**src/rtl/trw_pkg.sv**
```systemverilog
package trw_pkg;
  localparam int unsigned ST_W     = 64;
  localparam int unsigned PST_W    = 12;
  localparam logic [PST_W-1:0] PST_MASK = 12'hF3F;
  // state word field positions (decoded by neighbouring trap-entry logic)
  localparam int unsigned XCC_LSB  = 36;
  localparam int unsigned ICC_LSB  = 32;
  localparam int unsigned ASI_LSB  = 24;
  localparam int unsigned PST_LSB  = 8;
  localparam int unsigned WIN_LSB  = 0;
  localparam int unsigned GL_LSB   = 40;
  typedef enum logic { OP_DONE = 1'b0, OP_RETRY = 1'b1 } ret_op_e;
endpackage

```
**src/rtl/trw_unpack.sv**
```systemverilog
module trw_unpack
  import trw_pkg::*;
(
  input  logic [ST_W-1:0]  state_i,
  output logic [3:0]       xcc_o,
  output logic [3:0]       icc_o,
  output logic [7:0]       asi_o,
  output logic [PST_W-1:0] pstate_o,
  output logic [7:0]       win_o,
  output logic [2:0]       gl_o
);
  logic unused_bits;
  assign unused_bits = ^{state_i[63:43], state_i[23:20]};

  assign xcc_o    = state_i[XCC_LSB +: 4];
  assign icc_o    = state_i[ICC_LSB +: 4];
  assign asi_o    = state_i[ASI_LSB +: 8];
  assign pstate_o = state_i[PST_LSB +: PST_W] & PST_MASK;
  assign win_o    = state_i[WIN_LSB +: 8];
  assign gl_o     = state_i[GL_LSB  +: 3];
endmodule

```
**src/rtl/trw_cwp_conv.sv**
```systemverilog
module trw_cwp_conv #(
  parameter int unsigned NWIN  = 8,
  localparam int unsigned CWP_W = (NWIN > 1) ? $clog2(NWIN) : 1
) (
  input  logic [7:0]       win_i,
  output logic [CWP_W-1:0] cwp_o
);
  logic [CWP_W-1:0] red;

  generate
    if ((NWIN & (NWIN - 1)) == 0) begin : g_pow2
      logic unused_hi;
      assign unused_hi = ^win_i;
      assign red = win_i[CWP_W-1:0];
    end else begin : g_mod
      assign red = CWP_W'(32'(win_i) % NWIN);
    end
  endgenerate

  // stored numbering counts the other way
  assign cwp_o = CWP_W'(NWIN - 1) - red;
endmodule

```
**src/rtl/trw_pc_sel.sv**
```systemverilog
module trw_pc_sel
  import trw_pkg::*;
#(
  parameter int unsigned XLEN = 64
) (
  input  ret_op_e         op_i,
  input  logic [XLEN-1:0] tpc_i,
  input  logic [XLEN-1:0] tnpc_i,
  output logic [XLEN-1:0] pc_o,
  output logic [XLEN-1:0] npc_o
);
  always_comb begin
    if (op_i == OP_RETRY) begin
      pc_o  = tpc_i;
      npc_o = tnpc_i;
    end else begin
      pc_o  = tnpc_i;
      npc_o = tnpc_i + XLEN'(4);
    end
  end
endmodule

```
**src/rtl/trap_return.sv**
```systemverilog
module trap_return
  import trw_pkg::*;
#(
  parameter int unsigned XLEN  = 64,
  parameter int unsigned NWIN  = 8,
  parameter int unsigned TL_W  = 3,
  parameter bit          HYPER = 1'b1,
  localparam int unsigned CWP_W = (NWIN > 1) ? $clog2(NWIN) : 1
) (
  input  logic             clk_i,
  input  logic             rst_ni,
  input  logic             ret_valid_i,
  input  logic             ret_retry_i,
  input  logic [TL_W-1:0]  tl_i,
  input  logic [XLEN-1:0]  saved_pc_i,
  input  logic [XLEN-1:0]  saved_npc_i,
  input  logic [63:0]      saved_state_i,
  output logic [XLEN-1:0]  pc_o,
  output logic [XLEN-1:0]  npc_o,
  output logic [3:0]       xcc_o,
  output logic [3:0]       icc_o,
  output logic [7:0]       asi_o,
  output logic [11:0]      pstate_o,
  output logic [CWP_W-1:0] cwp_o,
  output logic [2:0]       gl_o,
  output logic [TL_W-1:0]  tl_o,
  output logic             irq_recheck_o,
  output logic             illegal_o
);
  logic [3:0]       xcc_d, icc_d;
  logic [7:0]       asi_d, win_d;
  logic [PST_W-1:0] pst_d;
  logic [2:0]       gl_d;
  logic [CWP_W-1:0] cwp_d;
  logic [XLEN-1:0]  pc_d, npc_d;
  logic             restore, refuse, restore_q;
  ret_op_e          op;

  assign op      = ret_op_e'(ret_retry_i);
  assign restore = ret_valid_i && (tl_i != '0);
  assign refuse  = ret_valid_i && (tl_i == '0);

  trw_unpack u_unpack (
    .state_i (saved_state_i),
    .xcc_o   (xcc_d),
    .icc_o   (icc_d),
    .asi_o   (asi_d),
    .pstate_o(pst_d),
    .win_o   (win_d),
    .gl_o    (gl_d)
  );

  trw_cwp_conv #(.NWIN(NWIN)) u_cwp (
    .win_i(win_d),
    .cwp_o(cwp_d)
  );

  trw_pc_sel #(.XLEN(XLEN)) u_pcsel (
    .op_i  (op),
    .tpc_i (saved_pc_i),
    .tnpc_i(saved_npc_i),
    .pc_o  (pc_d),
    .npc_o (npc_d)
  );

  always_ff @(posedge clk_i or negedge rst_ni) begin
    if (!rst_ni) begin
      pc_o     <= '0;
      npc_o    <= '0;
      xcc_o    <= '0;
      icc_o    <= '0;
      asi_o    <= '0;
      pstate_o <= '0;
      cwp_o    <= '0;
      tl_o     <= '0;
    end else if (restore) begin
      pc_o     <= pc_d;
      npc_o    <= npc_d;
      xcc_o    <= xcc_d;
      icc_o    <= icc_d;
      asi_o    <= asi_d;
      pstate_o <= pst_d;
      cwp_o    <= cwp_d;
      tl_o     <= tl_i - TL_W'(1);
    end
  end

  generate
    if (HYPER) begin : g_gl
      always_ff @(posedge clk_i or negedge rst_ni) begin
        if (!rst_ni)      gl_o <= '0;
        else if (restore) gl_o <= gl_d;
      end
    end else begin : g_no_gl
      logic unused_gl;
      assign unused_gl = ^gl_d;
      assign gl_o = '0;
    end
  endgenerate

  // recheck one cycle after the restored values are visible
  always_ff @(posedge clk_i or negedge rst_ni) begin
    if (!rst_ni) begin
      restore_q     <= 1'b0;
      irq_recheck_o <= 1'b0;
      illegal_o     <= 1'b0;
    end else begin
      restore_q     <= restore;
      irq_recheck_o <= restore_q;
      illegal_o     <= refuse;
    end
  end
endmodule

```
**config.mk**
```make
export PLATFORM = sky130hd
export DESIGN_NAME = trap_return
export DESIGN_NICKNAME = d
export VERILOG_FILES = /design/src/rtl/trw_pkg.sv /design/src/rtl/trw_unpack.sv /design/src/rtl/trw_cwp_conv.sv /design/src/rtl/trw_pc_sel.sv /design/src/rtl/trap_return.sv
export SDC_FILE = /design/constraint.sdc
export NUM_CORES = 1
export LEC_CHECK = 0
export BUFFER_PORTS_ARGS = -buffer_cell sky130_fd_sc_hd__buf_4
export CORE_MARGIN = 2
export CORE_UTILIZATION = 40
export DETAILED_ROUTE_END_ITERATION = 7
export GPL_ROUTABILITY_DRIVEN = 0
export PLACE_DENSITY = 0.76
export SLEW_MARGIN = 20
export SYNTH_ARGS = -nofsm -noshare
export SYNTH_HDL_FRONTEND = slang
export SYNTH_SLANG_ARGS = --single-unit
```
**constraint.sdc**
```tcl
create_clock -name clk_i -period 1 [get_ports clk_i]
set_clock_uncertainty 0.15 [all_clocks]
set_input_delay 0.2 -clock clk_i [delete_from_list [all_inputs] [get_ports clk_i]]
set_output_delay 0.2 -clock clk_i [all_outputs]
set_load 0.005 [all_outputs]
```
==> reports/metrics.yaml, run 1 <==
status:
  run_status: "did not finish"
  haltStage: "global routing"
  tool.error: "[ERROR GRT-0232] Routing congestion too high. Check the congestion heatmap in the GUI."
synth:
  synth_warnings: 0
  async_flop_share: 1.00
  synth_seq_cells: 166
  yosysSeqAreaShare: 0.507
  avgSynthCellArea_um2: 9.18
  synth_edf_count: 0
  synth.distinct_cells: 49
  netlist_instances: 892
  synth_top_area_cell: "dfrtp_1"
  synthTopCellsByArea: "dfrtp_1 (51%), nand2_1 (11%), mux2i_1 (8.6%)"
  synth_top_area_share: 0.507
  syn-cell-area_um2: 8190
  ys.flop_type: "dfrtp_1"
clock_tree:
  cts_sinks: 166
  htreeDepth: 4
  cts_buffers: 17
  cts_max_path_buffers: 2
  root_buffer: "clkbuf_16"
global_route:
  antenna_found_initial: 20
  grt_max_degree: 46
  track_usage: 0.738
  grt-ovfl-total: 3
sta:
  worstEndpointGrtRepair: "npc_o[54]$_DFFE_PN0P_/D"
  worst_endpoint_kind: "register input"
floorplan:
  fp.dieH_um: 147
  num_rows: 52
  die_x_um: 147
  pin_count: 366
  start_util: 0.406
place:
  place_hpwl_um: 22600
  numPortBuffers: 331
  dp_cells: 1593
==> per-layer routing <==
| layer | GRT usage | overflow |
|---|---|---|
| met1 | 0.719 | 0 |
| met2 | 0.902 | 1 |
| met3 | 0.633 | 0 |
| met4 | 0.700 | 2 |
| met5 | 0.305 | 0 |
==> kinds of logic after synthesis <==
logic type | synth area share
DFF | 0.507
other | 0.000458
AOI/OAI and AO/OA | 0.0958
adders and majority gates | 0.00458
buffers and inverters | 0.0316
and+or+nand+nor | 0.231
xor gates and xnor gates | 0.0406
muxes | 0.0883
==> through the flow <==
stage	cell area, um2	setup slack (ps)	setup TNS [ps]	hold WS (ps)
2_1_floorplan	8660	-1160	-81420	-246
3_3_place_gp	12300	-1260	-115680	-143
3_5_place_dp	12300	-1330	-120600	-144
4_1_cts	16900	-829	-93220	-197
==> what timing repair did <==
item	in CTS
hold buffers	105
buffers inserted	78
pin swaps	80
endpoints found under the setup margin	304
cloned	34
gates resized for setup	421
endpoints found under the hold margin	269
==> synthesized netlist by cell type (9+ instances only) <==
cell type and number:
a31oi_1 11, and3_1 12, and4_1 10, buf_1 13
clkbuf_1 39, dfrtp_1 166, inv_1 9, mux2i_1 70
nand2_1 246, nand3_1 23, nand4_1 20, nor2_1 27
nor3_1 11, nor4_1 16, o21ai_0 113, or3_1 11
xnor2_1 25, xor2_1 13
==> inputs of run 2 (changes only) <==
--- a/config.mk
+++ b/config.mk
@@ -7,10 +7,10 @@
 export LEC_CHECK = 0
 export BUFFER_PORTS_ARGS = -buffer_cell sky130_fd_sc_hd__buf_4
 export CORE_MARGIN = 2
-export CORE_UTILIZATION = 40
+export CORE_UTILIZATION = 25
 export DETAILED_ROUTE_END_ITERATION = 7
 export GPL_ROUTABILITY_DRIVEN = 0
-export PLACE_DENSITY = 0.76
+export PLACE_DENSITY_LB_ADDON = 0.15
 export SLEW_MARGIN = 20
 export SYNTH_ARGS = -nofsm -noshare
 export SYNTH_HDL_FRONTEND = slang
==> reports/metrics.yaml, run 2 <==
status:
  run_status: "finished, violations left"
  failed_checks: "hold timing, setup timing"
synth:
  ys.flop_type: "dfrtp_1"
  synthMostInstantiatedCell: "nand2_1"
  synth_warnings: 0  # unchanged
  synth_top_area_cell: "dfrtp_1"
  syn-cell-area_um2: 8190  # unchanged
  synth_common_cells: "nand2_1 (246), dfrtp_1 (166), o21ai_0 (113)"
  synth_seq_cells: 166  # unchanged
  synth.distinct_cells: 49  # unchanged
  netlist_instances: 892  # unchanged
  synth_edf_count: 0  # unchanged
  async_flop_share: 1.00  # unchanged
  synthTopCellsByArea: "dfrtp_1 (51%), nand2_1 (11%), mux2i_1 (8.6%)"
  avgSynthCellArea_um2: 9.18  # unchanged
  synth_top_area_share: 0.507  # unchanged
  yosysSeqAreaShare: 0.507  # unchanged
floorplan:
  num_rows: 66  # +27%
  dieArea_um2: 34200
  fp.dieH_um: 185  # +26%
  start_util: 0.253  # -0.153
  pin_count: 366  # unchanged
  die_x_um: 185  # +26%
  core_um2: 32400
finish:
  largestRegisters: "npc_o: 64 flops, pc_o: 64 flops, pstate_o: 10 flops"
  drive_above_1_share: 0.522
  layout_common_cells: "buf_4 (392), buf_6 (180), dfrtp_1 (166)"
  final_net_count: 1798
  layout_commonest_cell: "buf_4"
  instances_no_fill: 2052
  area_growth_pct: 116
  fill_cells: 2926
route:
  vias: 9457
  wl_per_cell_um: 19.2
  drt_iter0_drc: 367
  drt-pass1-iter-count: 5
  route.detailed.drc: 0
  wirelength_um: 39400
  viasPerCell: 4.61
  ant_nets: 0
power:
  ir_worst_vdd_uv: 1010
  power_leakage_nw: 8.63
  power_density_nw_per_um2: 1240
sta:
  min_period_over_period: 1.76
  drv_slew: 0
  postLayoutSetupSlackWorst_ps: -757
  max_freq_mhz: 569
  setup_viol: 322
  worst_pin_slew_ps: 793
  min_period_ps: 1760
  hold_viol: 3
  rsz0062_at_grt: "true"
  max_slew_margin: 0.471
  hold_slack_ps: -61.8
  fin_tns_setup_ps: -92150
worst_setup_path:
  crit_fanout: 6
  ff2ff_setup_slack_ps: -40
  worstPathArrival_ps: 1960
  endpoint_kind: "flip-flop"
  critPathKind: "input port to flip-flop"
  reg2reg_to: "npc_o[60]"
  cp-start-kind: "input port"
  r2r-start: "npc_o[60]"
  reg2regPathDepth: 2
  cp.required_ps: 1200
clock_tree:
  cts_tree: "yes"
  cts_buffers: 17  # unchanged
  cts_sinks: 166  # unchanged
  worst_skew_pair.late_latency_ps: 420
  clkTransAtPathRegs_ps: 70
  htreeDepth: 4  # unchanged
  cts_hold_buf: 107  # +1.9%
  root_buffer: "clkbuf_16"
  cts_max_path_buffers: 2  # unchanged
place:
  dp_cells: 1776  # +11%
  numPortBuffers: 331  # unchanged
  place_hpwl_um: 25100  # +11%
hold_path:
  holdCritPathClass: "input port to flip-flop"
  hp-start: "saved_npc_i[63]"
  holdPathStages: 3
  holdPathEnd: "npc_o[63]"
job:
  cap_viol_max_count: 0
global_route:
  antenna_found_initial: 2
  track_usage: 0.220
  grt_pass1_wl_um: 56400
  grt-ovfl-total: 0
  grt_pass1_vias: 9341
  grt_max_degree: 44
## run 2: cell counts after synthesis
Identical to the previous run, type by type.
## run 2: power breakdown
part	total [mW]	leakage, nW	switching (mW)	internal [mW]
Clock	7.01	0.298	3.17	3.84
Combinational	6.76	6.32	2.63	4.13
Sequential	8.17	2.01	0.677	7.49
Total	21.9	8.63	6.48	15.5
## run 2: metal layers
metal,part of all wire,track usage,vias up
li1,-,-,4519
met1,0.44,0.287,4622
met2,0.49,0.369,266
met3,0.046,0.0379,50
met4,0.027,0.0759,0
met5,0,0,-
## run 2: critical path, cell delays in order
cell      delay [ps]
buf_8            100
nand4b_4         160
or3_4            360
or3_4            410
or4_1            540
a31oi_1          180
## run 2: logic make-up after synthesis
logic type | after synthesis | share of synthesized area
AND/OR/NAND/NOR | 403 | 0.231
flip-flops | 166 | 0.507
AO/OA/AOI/OAI | 143 | 0.0958
multiplexers | 72 | 0.0883
buffers and inverters | 66 | 0.0316
XOR/XNOR | 38 | 0.0406
adder cells (fa/ha/maj) | 3 | 0.00458
other | 1 | 0.000458
## run 2: repair_timing
item	in CTS	in global routing
resized for setup	303	195
cloned	25	8
endpoints found under the hold margin	274	2
setup endpoints to repair	326	323
pin swaps	48	73
buffers inserted	47	64
## run 2: stage by stage
| stage | hold WS [ps] | utilization | area [um2] | total power [mW] | setup slack, ps |
|---|---|---|---|---|---|
| floorplan | -246 | - | 8660 | 9.41 | -1160 |
| global placement | -7.14 | 0.391 | 12700 | 12.3 | -1330 |
| detailed placement | -4.75 | 0.391 | 12700 | 12.4 | -1380 |
| CTS | -81.7 | 0.509 | 16500 | 21.4 | -749 |
| global route | -67.7 | 0.545 | 17600 | 23.0 | -804 |
| finish | -61.8 | 0.545 | 17600 | 21.9 | -757 |
## run 2: how the worst max path moves through the flow
| stage | from | endpoint | slack [ps] | cells after the start |
|---|---|---|---|---|
| after CTS | ret_retry_i | npc_o[63] | -750 | 6 |
| after global placement | ret_retry_i | npc_o[51] | -1330 | 7 |
| after global routing | saved_npc_i[31] | npc_o[63] | -800 | 6 |
| after detailed placement | ret_retry_i | npc_o[63] | -1380 | 6 |
| after floorplan | ret_retry_i | npc_o[63] | -1160 | 7 |
| final | ret_retry_i | npc_o[63] | -760 | 6 |
## run 2: layout make-up
| cell class | count | area (um2) | share of cell area |
|---|---|---|---|
| flip-flops and latches | 166 | 4150 | 0.235 |
| multi-input cells | 661 | 4790 | 0.272 |
| diodes | 2 | 5.00 | 0.000284 |
| repair buffers | 741 | 7470 | 0.423 |
| clock inverters | 13 | 165 | 0.00936 |
| clock buffers | 18 | 439 | 0.0249 |
| well taps | 442 | 553 | 0.0313 |
| inverters | 9 | 70.1 | 0.00397 |
Power figures use the tool's default switching activity.
==> inputs of run 3 (changes only) <==
--- a/config.mk
+++ b/config.mk
@@ -7,11 +7,10 @@
 export LEC_CHECK = 0
 export BUFFER_PORTS_ARGS = -buffer_cell sky130_fd_sc_hd__buf_4
 export CORE_MARGIN = 2
-export CORE_UTILIZATION = 25
+export CORE_UTILIZATION = 40
 export DETAILED_ROUTE_END_ITERATION = 7
 export GPL_ROUTABILITY_DRIVEN = 0
 export PLACE_DENSITY_LB_ADDON = 0.15
-export SLEW_MARGIN = 20
 export SYNTH_ARGS = -nofsm -noshare
 export SYNTH_HDL_FRONTEND = slang
 export SYNTH_SLANG_ARGS = --single-unit
==> reports/metrics.yaml, run 3 (synthesis results as in run 2) <==
place:
  numPortBuffers: 331  # unchanged
  placed_area_um2: 12400  # -1.9%
  place_hpwl_um: 21800  # -13%
worst_setup_path:
  cpMostUsedCell: "or3_4"
  ff2ff_setup_slack_ps: -290  # -250 ps
  reg2regPathDepth: 3  # +1
  path_delay_family: "simple AND/OR/NAND/NOR gates"
  cp.required_ps: 1200  # about the same
  reg2reg_to: "npc_o[53]"
  cp-startpoint: "saved_npc_i[5]"
  r2r-start: "npc_o[53]"
  path_depth: 6  # unchanged
  critPathBufInv: 1  # unchanged
  crit_fanout: 5  # -1
  worstPathArrival_ps: 2080  # +120 ps
  crit_chain: "buf_6 -> nand4_1 -> or3_4 -> or3_4 -> or4_1 -> a31oi_1"
  critPathKind: "input port to flip-flop"
  crit_path_top_delay_cell: "or4_1"
  endpoint_kind: "flip-flop"
  max_stage_delay_ps: 560  # +20 ps
  endpoint: "npc_o[59]"
  cp-start-kind: "input port"
route:
  viasPerCell: 5.90  # +28%
  wl_per_cell_um: 25.8  # +34%
  vias: 11400  # +20%
  ant_nets: 0  # unchanged
  drt-pass1-iter-count: 5  # unchanged
  drt_iter0_drc: 1026  # +180%
  wirelength_um: 49700  # +26%
  route.detailed.drc: 0  # unchanged
power:
  pwr-share-comb: 0.346  # +0.038
  power.internal_mw: 15.5  # +0.29%
  seqPwrFrac: 0.363  # -0.009
  switching_power_mw: 7.18  # +11%
  clkPwrFrac: 0.291  # -0.028
  power_density_nw_per_um2: 1240  # -0.30%
  p_sw_frac: 0.316  # +0.0211
  power_leakage_nw: 9.05  # +4.8%
  ir_worst_vdd_uv: 1210  # +20%
sta:
  min_period_over_period: 1.88  # +0.122
  hold_slack_ps: -181  # -119 ps
  hold_viol: 3  # unchanged
  rsz0062_at_grt: "true"
  min_period_ps: 1880  # +122 ps
  postLayoutSetupSlackWorst_ps: -879  # -122 ps
  worst_pin_slew_ps: 526  # -267 ps
  drv_slew: 0  # unchanged
  max_slew_margin: 0.639  # +0.168
  setup_viol: 317  # -1.6%
  max_freq_mhz: 532  # -6.5%
  fin_tns_setup_ps: -103020  # -10870 ps
finish:
  drive_above_1_share: 0.562  # +0.0398
  final_cell_area_um2: 18300  # +3.7%
  layout_common_cells: "buf_4 (405), buf_6 (201), nand2_1 (167)"
  layout_commonest_cell: "buf_4"
  largestRegisters: "npc_o: 64 flops, pc_o: 64 flops, pstate_o: 10 flops"
  area_growth_pct: 123
  fin_util: 0.907  # +0.362
  final_net_count: 1845  # +2.6%
global_route:
  grt_max_degree: 40  # -9.1%
  grt_pass1_wl_um: 60100  # +6.6%
  grt-ovfl-total: 0  # unchanged
  track_usage: 0.361  # +0.141
  antenna_found_initial: 1  # -1
  grt_pass1_vias: 10700  # +14%
clock_tree:
  cts_tree: "yes"
  cts_max_path_buffers: 2  # unchanged
  clkTransAtPathRegs_ps: 70  # about the same
  htreeDepth: 4  # unchanged
  cts_hold_buf: 100  # -6.5%
  cts_sinks: 166  # unchanged
  cts_buffers: 17  # unchanged
  worst_skew_pair.late_latency_ps: 430  # about the same
  root_buffer: "clkbuf_16"
status:
  run_status: "finished, violations left"
  failed_checks: "hold timing, setup timing"
floorplan:
  pin_count: 366  # unchanged
  num_rows: 52  # -21%
  fp.dieH_um: 147  # -20%
  dieArea_um2: 21600  # -37%
  start_util: 0.406  # +0.153
  die_x_um: 147  # -20%
  core_um2: 20200  # -38%
hold_path:
  hp-start: "tl_i[0]"
  holdCritPathClass: "input port to flip-flop"
job:
  cap_viol_max_count: 0  # unchanged
==> run 3: worst reg2reg max path, stage by stage, from the launching register on <==
cell	delay (ps)
dfrtp_1	410
buf_4	140
a22oi_1	290
o311ai_4	160
==> run 3: final cells by class <==
type                       instances  area [um2]
timing repair buffer             785        8080
tap                              270         338
clock inverter                    14         125
clock buffer                      18         429
timing repair inverter             2        31.3
multi-input combinational        662        5050
fill                             789        1870
antenna                            1        2.50
inverter                           9        80.1
sequential                       166        4160
==> run 3: power groups by stage <==
stage | Combinational (mW) | Clock, mW | Sequential (mW)
3_5_place_dp | 4.17 | 0 | 8.04
2_1_floorplan | 1.34 | 0 | 8.07
5_1_grt | 8.15 | 6.90 | 8.27
3_3_place_gp | 4.11 | 0 | 8.02
6_report | 7.86 | 6.60 | 8.22
4_1_cts | 6.24 | 6.43 | 8.09
==> run 3: what timing repair did <==
item / in CTS / in global routing
cloned: 30 / 11
setup buffers: 64 / 97
resized for setup: 450 / 179
pin swaps: 95 / 84
endpoints found under the hold margin: 270 / 3
endpoints found under the setup margin: 319 / 328
==> run 3: layer usage <==
metal	track usage	wire (um)
met1	0.428	16600
met2	0.625	24300
met3	0.0795	4420
met4	0.170	4330
met5	0	0
==> run 3: how the worst min path moves through the flow <==
stage | to | slack [ps] | cells after the start
after floorplan | asi_o[0] | -250 | 0
after global placement | pc_o[10] | -80 | 1
after detailed placement | pc_o[10] | -80 | 1
after CTS | tl_o[0] | -180 | 2
after global routing | tl_o[0] | -180 | 2
final | tl_o[0] | -180 | 2
==> run 3: stage by stage <==
step / power (mW) / std cells / setup WS, ps
floorplan: 9.41 / 893 / -1160
global placement: 12.1 / 1601 / -1270
detailed placement: 12.2 / 1601 / -1310
CTS: 20.8 / 1826 / -701
global route: 23.3 / 1927 / -885
finish: 22.7 / 1927 / -879
